<file path="src/rtl/uart_brk_pkg.sv">
package uart_brk_pkg;
  localparam int DATA_W    = 8;
  localparam int FRAME_MAX = 11;

  typedef enum logic [1:0] {ST_IDLE, ST_SEND, ST_BRK, ST_TAIL} eng_st_t;

  // Frame length in bit periods: start + data + parity + stop
  function automatic logic [3:0] frame_len(input logic eight, input logic par);
    return 4'd9 + {3'd0, eight} + {3'd0, par};
  endfunction

  function automatic logic par_bit(input logic [DATA_W-1:0] d, input logic eight,
                                   input logic odd);
    return (^d[DATA_W-2:0]) ^ (eight & d[DATA_W-1]) ^ odd;
  endfunction

  // Whole frame, bit 0 first on the line, unused upper bits idle high
  function automatic logic [FRAME_MAX-1:0] frame_word(input logic [DATA_W-1:0] d,
      input logic eight, input logic par, input logic odd);
    logic [FRAME_MAX-1:0] w;
    w = '1;
    w[0] = 1'b0;
    w[DATA_W-1:1] = d[DATA_W-2:0];
    if (eight) begin
      w[DATA_W] = d[DATA_W-1];
      if (par) w[DATA_W+1] = par_bit(d, eight, odd);
    end else if (par) begin
      w[DATA_W] = par_bit(d, eight, odd);
    end
    return w;
  endfunction
endpackage

</file>
<file path="src/rtl/txb_hold.sv">
module txb_hold #(
  parameter int DW = 8
) (
  input  logic          clk,
  input  logic          rst_n,
  input  logic          wr_acc,
  input  logic [DW-1:0] wr_data,
  input  logic          take,
  output logic          valid,
  output logic [DW-1:0] data
);
  always_ff @(posedge clk) begin
    if (!rst_n) begin
      valid <= 1'b0;
      data  <= '0;
    end else if (take) begin
      valid <= 1'b0;
    end else if (wr_acc) begin
      valid <= 1'b1;
      data  <= wr_data;
    end
  end

  a_r3_no_overwrite: assert property (@(posedge clk) disable iff (!rst_n)
    valid |-> !wr_acc);
endmodule

</file>
<file path="src/rtl/txb_brk_cmd.sv">
module txb_brk_cmd (
  input  logic clk,
  input  logic rst_n,
  input  logic brk_start,
  input  logic brk_stop,
  input  logic tx_ready,
  input  logic brk_low,
  input  logic brk_tail,
  input  logic brk_begin,
  input  logic tail_enter,
  output logic brk_pend,
  output logic stop_req,
  output logic start_acc
);
  logic stop_acc;

  // Same-cycle start and stop cancel each other out
  assign start_acc = brk_start & ~brk_stop & tx_ready & ~brk_pend & ~brk_low & ~brk_tail;
  assign stop_acc  = brk_stop & ~brk_start & tx_ready & brk_low & ~stop_req;

  always_ff @(posedge clk) begin
    if (!rst_n) begin
      brk_pend <= 1'b0;
      stop_req <= 1'b0;
    end else begin
      if (brk_begin)      brk_pend <= 1'b0;
      else if (start_acc) brk_pend <= 1'b1;
      if (tail_enter)     stop_req <= 1'b0;
      else if (stop_acc)  stop_req <= 1'b1;
    end
  end

  a_r10_both_ignored: assert property (@(posedge clk) disable iff (!rst_n)
    (brk_start && brk_stop && !brk_begin && !tail_enter) |=> ($stable(brk_pend) && $stable(stop_req)));
  a_r8_stop_needs_low: assert property (@(posedge clk) disable iff (!rst_n)
    $rose(stop_req) |-> $past(brk_low));
  a_r9_single_break: assert property (@(posedge clk) disable iff (!rst_n)
    brk_pend |-> (!brk_low && !brk_tail));
endmodule

</file>
<file path="src/rtl/txb_engine.sv">
module txb_engine
  import uart_brk_pkg::*;
#(
  parameter int TAIL_TICKS = 12
) (
  input  logic              clk,
  input  logic              rst_n,
  input  logic              baud_tick,
  input  logic              cfg_eight,
  input  logic              cfg_par_en,
  input  logic              cfg_par_odd,
  input  logic              hold_valid,
  input  logic [DATA_W-1:0] hold_data,
  input  logic              brk_pend,
  input  logic              stop_req,
  output logic              txd,
  output logic              eng_idle,
  output logic              brk_low,
  output logic              brk_tail,
  output logic              brk_begin,
  output logic              tail_enter,
  output logic              load
);
  localparam int CNT_MAX = (TAIL_TICKS > FRAME_MAX) ? TAIL_TICKS : FRAME_MAX;
  localparam int CNT_W   = $clog2(CNT_MAX + 1);

  eng_st_t              st;
  logic [FRAME_MAX-1:0] shreg;
  logic [CNT_W-1:0]     cnt, len_q;
  logic                 low_done;

  assign eng_idle   = (st == ST_IDLE);
  assign brk_low    = (st == ST_BRK);
  assign brk_tail   = (st == ST_TAIL);
  assign brk_begin  = eng_idle & brk_pend;
  assign load       = eng_idle & hold_valid & ~brk_pend;
  assign low_done   = (cnt >= len_q);
  assign tail_enter = brk_low & stop_req & low_done;

  always_ff @(posedge clk) begin
    if (!rst_n) begin
      st    <= ST_IDLE;
      shreg <= '1;
      cnt   <= '0;
      len_q <= '0;
    end else begin
      case (st)
        ST_IDLE: begin
          cnt   <= '0;
          len_q <= CNT_W'(frame_len(cfg_eight, cfg_par_en));
          if (brk_begin) begin
            st <= ST_BRK;
          end else if (load) begin
            st    <= ST_SEND;
            shreg <= frame_word(hold_data, cfg_eight, cfg_par_en, cfg_par_odd);
          end
        end
        ST_SEND: if (baud_tick) begin
          shreg <= {1'b1, shreg[FRAME_MAX-1:1]};
          if (cnt == len_q - CNT_W'(1)) st <= ST_IDLE;
          else                          cnt <= cnt + CNT_W'(1);
        end
        ST_BRK: begin
          if (tail_enter) begin
            st  <= ST_TAIL;
            cnt <= '0;
          end else if (baud_tick && !low_done) begin
            cnt <= cnt + CNT_W'(1);
          end
        end
        ST_TAIL: if (baud_tick) begin
          if (cnt == CNT_W'(TAIL_TICKS - 1)) st <= ST_IDLE;
          else                               cnt <= cnt + CNT_W'(1);
        end
        default: st <= ST_IDLE;
      endcase
    end
  end

  always_comb begin
    case (st)
      ST_SEND: txd = shreg[0];
      ST_BRK:  txd = 1'b0;
      default: txd = 1'b1;
    endcase
  end

  a_r4_break_after_frame: assert property (@(posedge clk) disable iff (!rst_n)
    $rose(brk_low) |-> $past(eng_idle));
  a_r6_min_low: assert property (@(posedge clk) disable iff (!rst_n)
    $fell(brk_low) |-> ($past(cnt) >= $past(len_q)));
  a_r7_tail_high: assert property (@(posedge clk) disable iff (!rst_n)
    brk_tail |-> txd);
  a_r11_no_hold_low: assert property (@(posedge clk) disable iff (!rst_n)
    brk_low |-> !hold_valid);
endmodule

</file>
<file path="src/rtl/uart_brk_tx.sv">
module uart_brk_tx
  import uart_brk_pkg::*;
#(
  parameter int TAIL_TICKS = 12
) (
  input  logic              clk,
  input  logic              rst_n,
  input  logic              baud_tick,
  input  logic              cfg_eight,
  input  logic              cfg_par_en,
  input  logic              cfg_par_odd,
  input  logic              wr_en,
  input  logic [DATA_W-1:0] wr_data,
  input  logic              brk_start,
  input  logic              brk_stop,
  output logic              tx_ready,
  output logic              tx_empty,
  output logic              txd
);
  logic              hold_valid, brk_pend, stop_req, start_acc, wr_acc;
  logic              eng_idle, brk_low, brk_tail, brk_begin, tail_enter, load;
  logic [DATA_W-1:0] hold_data;

  assign tx_ready = ~hold_valid & ~brk_pend;
  assign tx_empty = eng_idle & ~hold_valid & ~brk_pend;
  // Writes lose to a break accepted in the same cycle and to an active low period
  assign wr_acc   = wr_en & tx_ready & ~brk_low & ~start_acc;

  txb_hold #(.DW(DATA_W)) u_hold (
    .clk(clk), .rst_n(rst_n), .wr_acc(wr_acc), .wr_data(wr_data),
    .take(load), .valid(hold_valid), .data(hold_data));

  txb_brk_cmd u_cmd (
    .clk(clk), .rst_n(rst_n), .brk_start(brk_start), .brk_stop(brk_stop),
    .tx_ready(tx_ready), .brk_low(brk_low), .brk_tail(brk_tail),
    .brk_begin(brk_begin), .tail_enter(tail_enter),
    .brk_pend(brk_pend), .stop_req(stop_req), .start_acc(start_acc));

  txb_engine #(.TAIL_TICKS(TAIL_TICKS)) u_eng (
    .clk(clk), .rst_n(rst_n), .baud_tick(baud_tick),
    .cfg_eight(cfg_eight), .cfg_par_en(cfg_par_en), .cfg_par_odd(cfg_par_odd),
    .hold_valid(hold_valid), .hold_data(hold_data),
    .brk_pend(brk_pend), .stop_req(stop_req),
    .txd(txd), .eng_idle(eng_idle), .brk_low(brk_low), .brk_tail(brk_tail),
    .brk_begin(brk_begin), .tail_enter(tail_enter), .load(load));

  a_r5_pend_drops_writes: assert property (@(posedge clk) disable iff (!rst_n)
    brk_pend |=> !$rose(hold_valid));
  a_r1_idle_line_high: assert property (@(posedge clk) disable iff (!rst_n)
    tx_empty |-> txd);
endmodule

</file>
<file path="config.mk">
export PLATFORM = sky130hd
export DESIGN_NAME = uart_brk_tx
export DESIGN_NICKNAME = d
export VERILOG_FILES = /design/src/rtl/uart_brk_pkg.sv /design/src/rtl/txb_hold.sv /design/src/rtl/txb_brk_cmd.sv /design/src/rtl/txb_engine.sv /design/src/rtl/uart_brk_tx.sv
export SDC_FILE = /design/constraint.sdc
export NUM_CORES = 1
export LEC_CHECK = 0
export BUFFER_PORTS_ARGS = -buffer_cell sky130_fd_sc_hd__buf_2
export CAP_MARGIN = 10
export CORE_ASPECT_RATIO = 1.4
export CORE_UTILIZATION = 57
export DETAILED_ROUTE_END_ITERATION = 12
export PLACE_DENSITY_LB_ADDON = 0.12
export RECOVER_POWER = 50
export SKIP_CTS_REPAIR_TIMING = 1
export SLEW_MARGIN = 40
export SYNTH_ARGS = -nofsm -noshare
export SYNTH_HDL_FRONTEND = slang
export SYNTH_SLANG_ARGS = --single-unit
</file>
<file path="constraint.sdc">
create_clock -name clk -period 2.6 [get_ports clk]
set_input_delay 0 -clock clk [delete_from_list [all_inputs] [get_ports clk]]
set_output_delay 0 -clock clk [all_outputs]
set_load 0.05 [all_outputs]
</file>
### Word level (Yosys, flattened, before mapping)

Cells that the tools add are included.

| word-level totals | value |
|---|---|
| flip-flop bits (word level) | 32 |
| output and inout port bits | 3 |
| word-level logic and storage cells | 97 |

| operators by class | value |
|---|---|
| add/subtract/negate cells | 4 |
| magnitude comparators | 1 |
| equality and inequality tests | 16 |
| multiplexer cells | 23 |
| bitwise operators | 33 |
| reductions and logical operators | 12 |

Operators by type and width:

| operator | count |
|---|---|
| 2-to-1 mux 11 bit | 3 |
| 2-to-1 mux 4 bit | 6 |
| case mux 11 bit (2 select lines) | 1 |
| AND 1 bit | 21 |
| case mux 4 bit (4 select lines) | 1 |
| 2-to-1 mux 2 bit | 7 |
| inequality test 2 bit, second input constant | 6 |
| NOT 1 bit | 10 |
| case mux 2 bit (4 select lines) | 1 |
| XOR reduction 7 bit | 1 |
| inequality test 2 x 1 -> 1 bit, second input constant | 3 |
| AND reduction 6 bit | 1 |
| OR reduction 2 bit | 3 |
| AND reduction 5 bit | 1 |
| adder 4 x 1 -> 4 bit | 1 |
| adder 4 x 1 -> 4 bit, first input constant | 1 |
| adder 4 x 1 -> 4 bit, second input constant | 1 |
| equality test 2 bit, second input constant | 2 |
| equality test 4 bit | 1 |
| equality test 4 bit, second input constant | 1 |
| >= comparator 4 bit | 1 |
| AND reduction 4 bit | 1 |
| subtractor 4 x 1 -> 4 bit, second input constant | 1 |
| 2-to-1 mux 1 bit | 3 |
| 10 further kinds | 11 |

### Longest topological paths before layout

| depth | value |
|---|---|
| depth in word-level cells | 9 |
| depth in mapped cells | 8 |
| depth with buffers taken out | 8 |

### Hierarchy

From an unflattened synthesis, not the netlist that was laid out.

| second synthesis, totals | value |
|---|---|
| cells, all modules | 195 |
| area total of the unflattened synthesis | 1,757.9 sq um |

Modules (own cells, without submodules):

| module | times used | cells an instance | area an instance (sq um) | sequential area each (sq um) |
|---|---|---|---|---|
| txb_engine | 1 | 141 | 1,243.7 | 380.4 |
| txb_hold | 1 | 39 | 379.1 | 180.2 |
| txb_brk_cmd | 1 | 11 | 111.4 | 40.0 |
| uart_brk_tx | 1 | 4 | 23.8 | 0.0 |

### Least setup slack after synthesis

No wires, ideal clock.

| timing path | value |
|---|---|
| path kind | flip-flop to flip-flop |
| start point | reg u_eng.cnt[0] |
| end point | reg u_eng.cnt[1] |
| library setup time | 117 ps |
| arrival time | 1,878 ps |
| required time | 2,483 ps |
| setup slack | 605 ps |
| cell stages (with the launch flop) | 9 |
| buffers on the path | 0 |
| period minus slack after synthesis | 1,995 ps |
| path through | dfxtp_1 > inv_1 > ha_1 > nand2b_4 > a2111oi_4 > nor2_1 > o31ai_4 > nor2_1 > a32o_1 |

| between the ends | value |
|---|---|
| longest elaborated chain between the ends | 5 |

RTL lines:

| element | RTL line | RTL |
|---|---|---|
| start: declaration | txb_engine.sv:29 | `logic [CNT_W-1:0] cnt, len_q;` |
| start signal: assignment | txb_engine.sv:61 | `else cnt <= cnt + CNT_W'(1);` |
| start signal: assignment | txb_engine.sv:68 | `cnt <= cnt + CNT_W'(1);` |
| start signal: assignment | txb_engine.sv:73 | `else cnt <= cnt + CNT_W'(1);` |
| >= comparator 4 bit | txb_engine.sv:37 | `assign low_done = (cnt >= len_q);` |
| zero test 1 bit | txb_engine.sv:67 | `end else if (baud_tick && !low_done) begin` |
| logical AND 1 bit | txb_engine.sv:67 |  |
| inequality test 3 x 2 -> 1 bit (no line) | n/a |  |
| AND reduction 5 bit (no line) | n/a |  |

Parallel ways exist; a longest one is shown, timed or not. The select of a mux whose other input is x is not followed.
A chain may end at the register's enable or synchronous reset.

### Worst setup path in the final report

| timing path | value |
|---|---|
| start point | reg u_eng.st[0] |
| end point | reg u_eng.cnt[1] |

| between the ends | value |
|---|---|
| longest elaborated chain between the ends | 5 |

RTL lines:

| element | RTL line | RTL |
|---|---|---|
| start: declaration | txb_engine.sv:27 | `eng_st_t st;` |
| start signal: assignment | txb_engine.sv:42 | `st <= ST_IDLE;` |
| start signal: assignment | txb_engine.sv:52 | `st <= ST_BRK;` |
| start signal: assignment | txb_engine.sv:54 | `st <= ST_SEND;` |
| equality test 2 bit | txb_engine.sv:33, txb_engine.sv:47 |  |
| AND 1 bit (2 in a row) | txb_engine.sv:38 | `assign tail_enter = brk_low & stop_req & low_done;` |
| inequality test 3 x 2 -> 1 bit (no line) / 2-to-1 mux 4 bit (equally long branches) | n/a |  |
| AND reduction 5 bit (no line) / case mux 4 bit (4 select lines) (equally long branches) | n/a |  |

Parallel ways exist; a longest one is shown, timed or not.

==> out/qor.txt <==
========================================================================================
Run status                                                                  complete, no violations
Nature of the critical path endpoint                                           flip-flop
Final Hold Viols                                                                       0
Post-synth EDFFs                                                                       0
Overall track demand over capacity in global routing                               25.1%
Average vias per placed instance                                                    5.78
Max Clk Rate                                                                   0.456 GHz
Setup clock skew after layout                                                  0.0138 ns
Portion of the clock cycle consumed by the worst path in the final layout          84.4%
Largest delay share family, worst path                                      simple AND/OR/NAND/NOR gates
Maximum single-stage delay on the critical path                                  0.68 ns
Clk Tree Root Cell                                                              clkbuf_4
Leak                                                                         0.000816 µW
Number of fill cells in the layout                                                   239
End of the worst hold path                                                  u_eng.shreg[8]
Min cycle time layout                                                            2.19 ns
Switching power                                                                   471 µW
Starting utilization of the core area                                              61.5%
Required time at the worst-slack endpoint                                        2.83 ns
Switching portion of total power                                                   34.8%
Detailed placement HPWL                                                          2510 µm
Most used cells in the layout excluding fill and tap cells                  dfxtp_1, nor2_1, nand2_1
Clock buffer count from CTS                                                            5
FP Rows                                                                               22
Area inside the core boundary                                                   2700 µm²
Port Buf Inserts                                                                      19
Leftover overflow at the end of global routing                                         0
Slowest cell on the critical path                                                 nor2_1
Residual DRC count                                                                     0
Mapped Nets                                                                          213
Layout cells sized above 1                                                         14.7%
Clock transition at the registers of the reported paths                          0.10 ns
Die width                                                                        47.6 µm
Violation count after the first detailed-routing iteration                            31
Depth of the worst hold-timing path                                                    3
Most frequent standard cell in the layout excluding fill and tap cells           dfxtp_1
Share of async-settable or async-resettable flops after synthesis                     0%
Antenna Cells                                                                          0
Maximum number of pins on one net before global-route repair                          30
Pwr Density                                                                   709 nW/µm²
Worst Tran Pin Value                                                            0.788 ns
Min-delay worst type                                                           in -> reg
First-pass GRT wire length                                                       5450 µm
CTS tree                                                                             yes
Classification of the worst setup path                                        reg -> reg
Number of flip-flops and latches in the synthesized netlist                           30
Warnings from Yosys                                                                    0
Sequential cell area in the final layout                                         601 µm²
Per-instance average area after synthesis                                       8.73 µm²
Worst-path fanout max                                                                 10
Sinks on the clock net                                                                30
Detail Route Antenna Nets                                                              0
Top Ports                                                                             20
Final weighted congestion in routability-driven placement                          0.786
Critical-path cell list                                                     clkinv_1 -> nor2_1 -> a31oi_4 -> o31ai_4 -> nor2_1 -> a32o_1
Overall routed net length                                                        3640 µm
Hold Worst Slack                                                               0.0291 ns
Area of the multi-input gates                                                    960 µm²
Count of different cell masters after synthesis                                       46
Number of global-route vias before repair                                           1299
Max capacitance violation total                                                        0
Area grow syn2layout                                                               15.1%
Floorplan die area                                                              3130 µm²
Normalized max-slew margin                                                         47.2%
Start point of the worst min-delay path                                        cfg_eight
Finish-stage setup viols                                                               0
Internal                                                                          883 µW
Post-synthesis cell area                                                        1660 µm²
Reg2Reg Launch Point                                                         u_eng.st[0]
Total chip power                                                                 1350 µW
Number of cells on the worst reg-to-reg path                                           6
R2R Path End                                                                u_eng.cnt[1]
Number of H-tree levels                                                                2
Most numerous cell on the critical path                                           nor2_1
Number of logic stages on the critical path including buffering                        6
Final Net Count                                                                      239
Setup repair after global routing missed its margin                                   no
Fraction of the yosys area taken by sequential cells                               36.2%
Die height                                                                       65.8 µm
Post-detailed-route wirelength per cell                                          14.4 µm
Post-Synthesis Cells                                                                 190
Register share of total power                                                      42.0%
Via count                                                                           1462
Critical path buffers and inverters                                                    1
Clock share of power                                                               25.7%
Skew-Pair Late Insertion Delay                                                   0.33 ns
Part of the total power dissipated in combinational logic                          32.3%
Buffers from clock root to sink, at most                                               2
Initial antenna violation count                                                        0
Data arrival time at the worst-slack endpoint                                    2.43 ns
Worst R2R Setup Slack                                                            0.41 ns
CP Launch Type                                                                 flip-flop
Final TNS setup                                                                     0 ns
Count of final max-slew check failures                                                 0
Worst vdd ir                                                                    0.561 mV
Main flop type after synthesis                                                   dfxtp_1
Drt pass-1 iters                                                                       4
========================================================================================
[power by group through the flow]
stage / registers (µW) / logic, µW / clock network, µW
2_1_floorplan: 559 / 373 / 0
3_3_place_gp: 577 / 423 / 0
3_5_place_dp: 579 / 435 / 0
4_1_cts: 568 / 438 / 356
5_1_grt: 580 / 484 / 372
6_report: 569 / 437 / 348
[final cells by class]
class	count	area share [%]
Multi-Input combinational cell	138	50.3
Sequential cell	30	31.5
Timing Repair Buffer	28	9.24
Inverter	13	2.56
Tap cell	36	2.36
Clock buffer	8	4.13
[registers in the layout (all words and copies together), names as in the netlist]
signal          cells
u_eng.st            2
u_cmd.brk_pend      1
u_eng.len_q         3
u_hold.data         8
u_cmd.stop_req      1
u_hold.valid        1
u_eng.cnt           4
u_eng.shreg        10
[worst min-delay path, cell delays in order]
cell	delay, ns
buf_2	0.12
inv_1	0.10
a41oi_1	0.11
[how the worst max path moves through the flow]
stage,slack (ns),start,endpoint
4_1_cts,0.46,u_eng.cnt[0],u_eng.cnt[1]
6_report,0.41,u_eng.st[0],u_eng.cnt[1]
3_5_place_dp,0.47,u_eng.cnt[0],u_eng.cnt[1]
3_3_place_gp,0.52,u_eng.cnt[0],u_eng.cnt[1]
2_1_floorplan,0.60,u_eng.cnt[0],u_eng.cnt[1]
5_1_grt,0.17,u_eng.st[0],u_eng.cnt[1]
[cell families after synthesis]
kind of cell             Yosys count  synth area share, %
adder cells (fa/ha/maj)            6                 4.52
multiplexers                       9                 5.43
buffers and inverters             22                 5.35
AND/OR/NAND/NOR                   68                 19.5
XOR/XNOR                          11                 5.81
AO/OA/AOI/OAI                     44                 23.2
flip-flops                        30                 36.2
[layer usage]
metal / track usage, % / wire length, µm / vias up
met5: 0 / 0 / -
met4: 12.2 / 63 / 0
met1: 25.1 / 1410 / 702
met3: 6.56 / 109 / 6
met2: 44.9 / 2060 / 36
li1: - / - / 718
[per-stage QoR]
stage | setup slack, ns | utilization [%] | instance area, µm² | std cells
after detailed placement | 0.471 | 65.5 | 1770 | 237
after CTS | 0.460 | 68.4 | 1850 | 245
after global routing | 0.169 | 70.8 | 1910 | 253
after global placement | 0.524 | 65.5 | 1770 | 237
final | 0.405 | 70.8 | 1910 | 253
after floorplan | 0.605 | - | 1660 | 190
[cell usage after synthesis, types with 2 or more instances]
| library cell | instances | share of area, % |
|---|---|---|
| and2_1 | 2 | 0.75 |
| a21boi_0 | 2 | 0.90 |
| nand2_1 | 18 | 4.1 |
| o211a_1 | 2 | 1.2 |
| nor2b_1 | 8 | 3.0 |
| xnor2_1 | 10 | 5.3 |
| buf_2 | 2 | 0.60 |
| o31a_1 | 2 | 1.1 |
| or3_1 | 2 | 0.75 |
| nor2_1 | 25 | 5.7 |
| nand3_1 | 3 | 0.90 |
| o31ai_1 | 3 | 1.4 |
| o21ai_0 | 5 | 1.5 |
| clkbuf_1 | 6 | 1.4 |
| nor3_1 | 3 | 0.90 |
| mux2i_1 | 9 | 5.4 |
| ha_1 | 6 | 4.5 |
| o311ai_0 | 7 | 3.7 |
| dfxtp_1 | 30 | 36 |
| inv_1 | 12 | 2.7 |
| a21oi_1 | 6 | 1.8 |
| o21a_1 | 3 | 1.4 |
(Power assumes the default switching activity.)
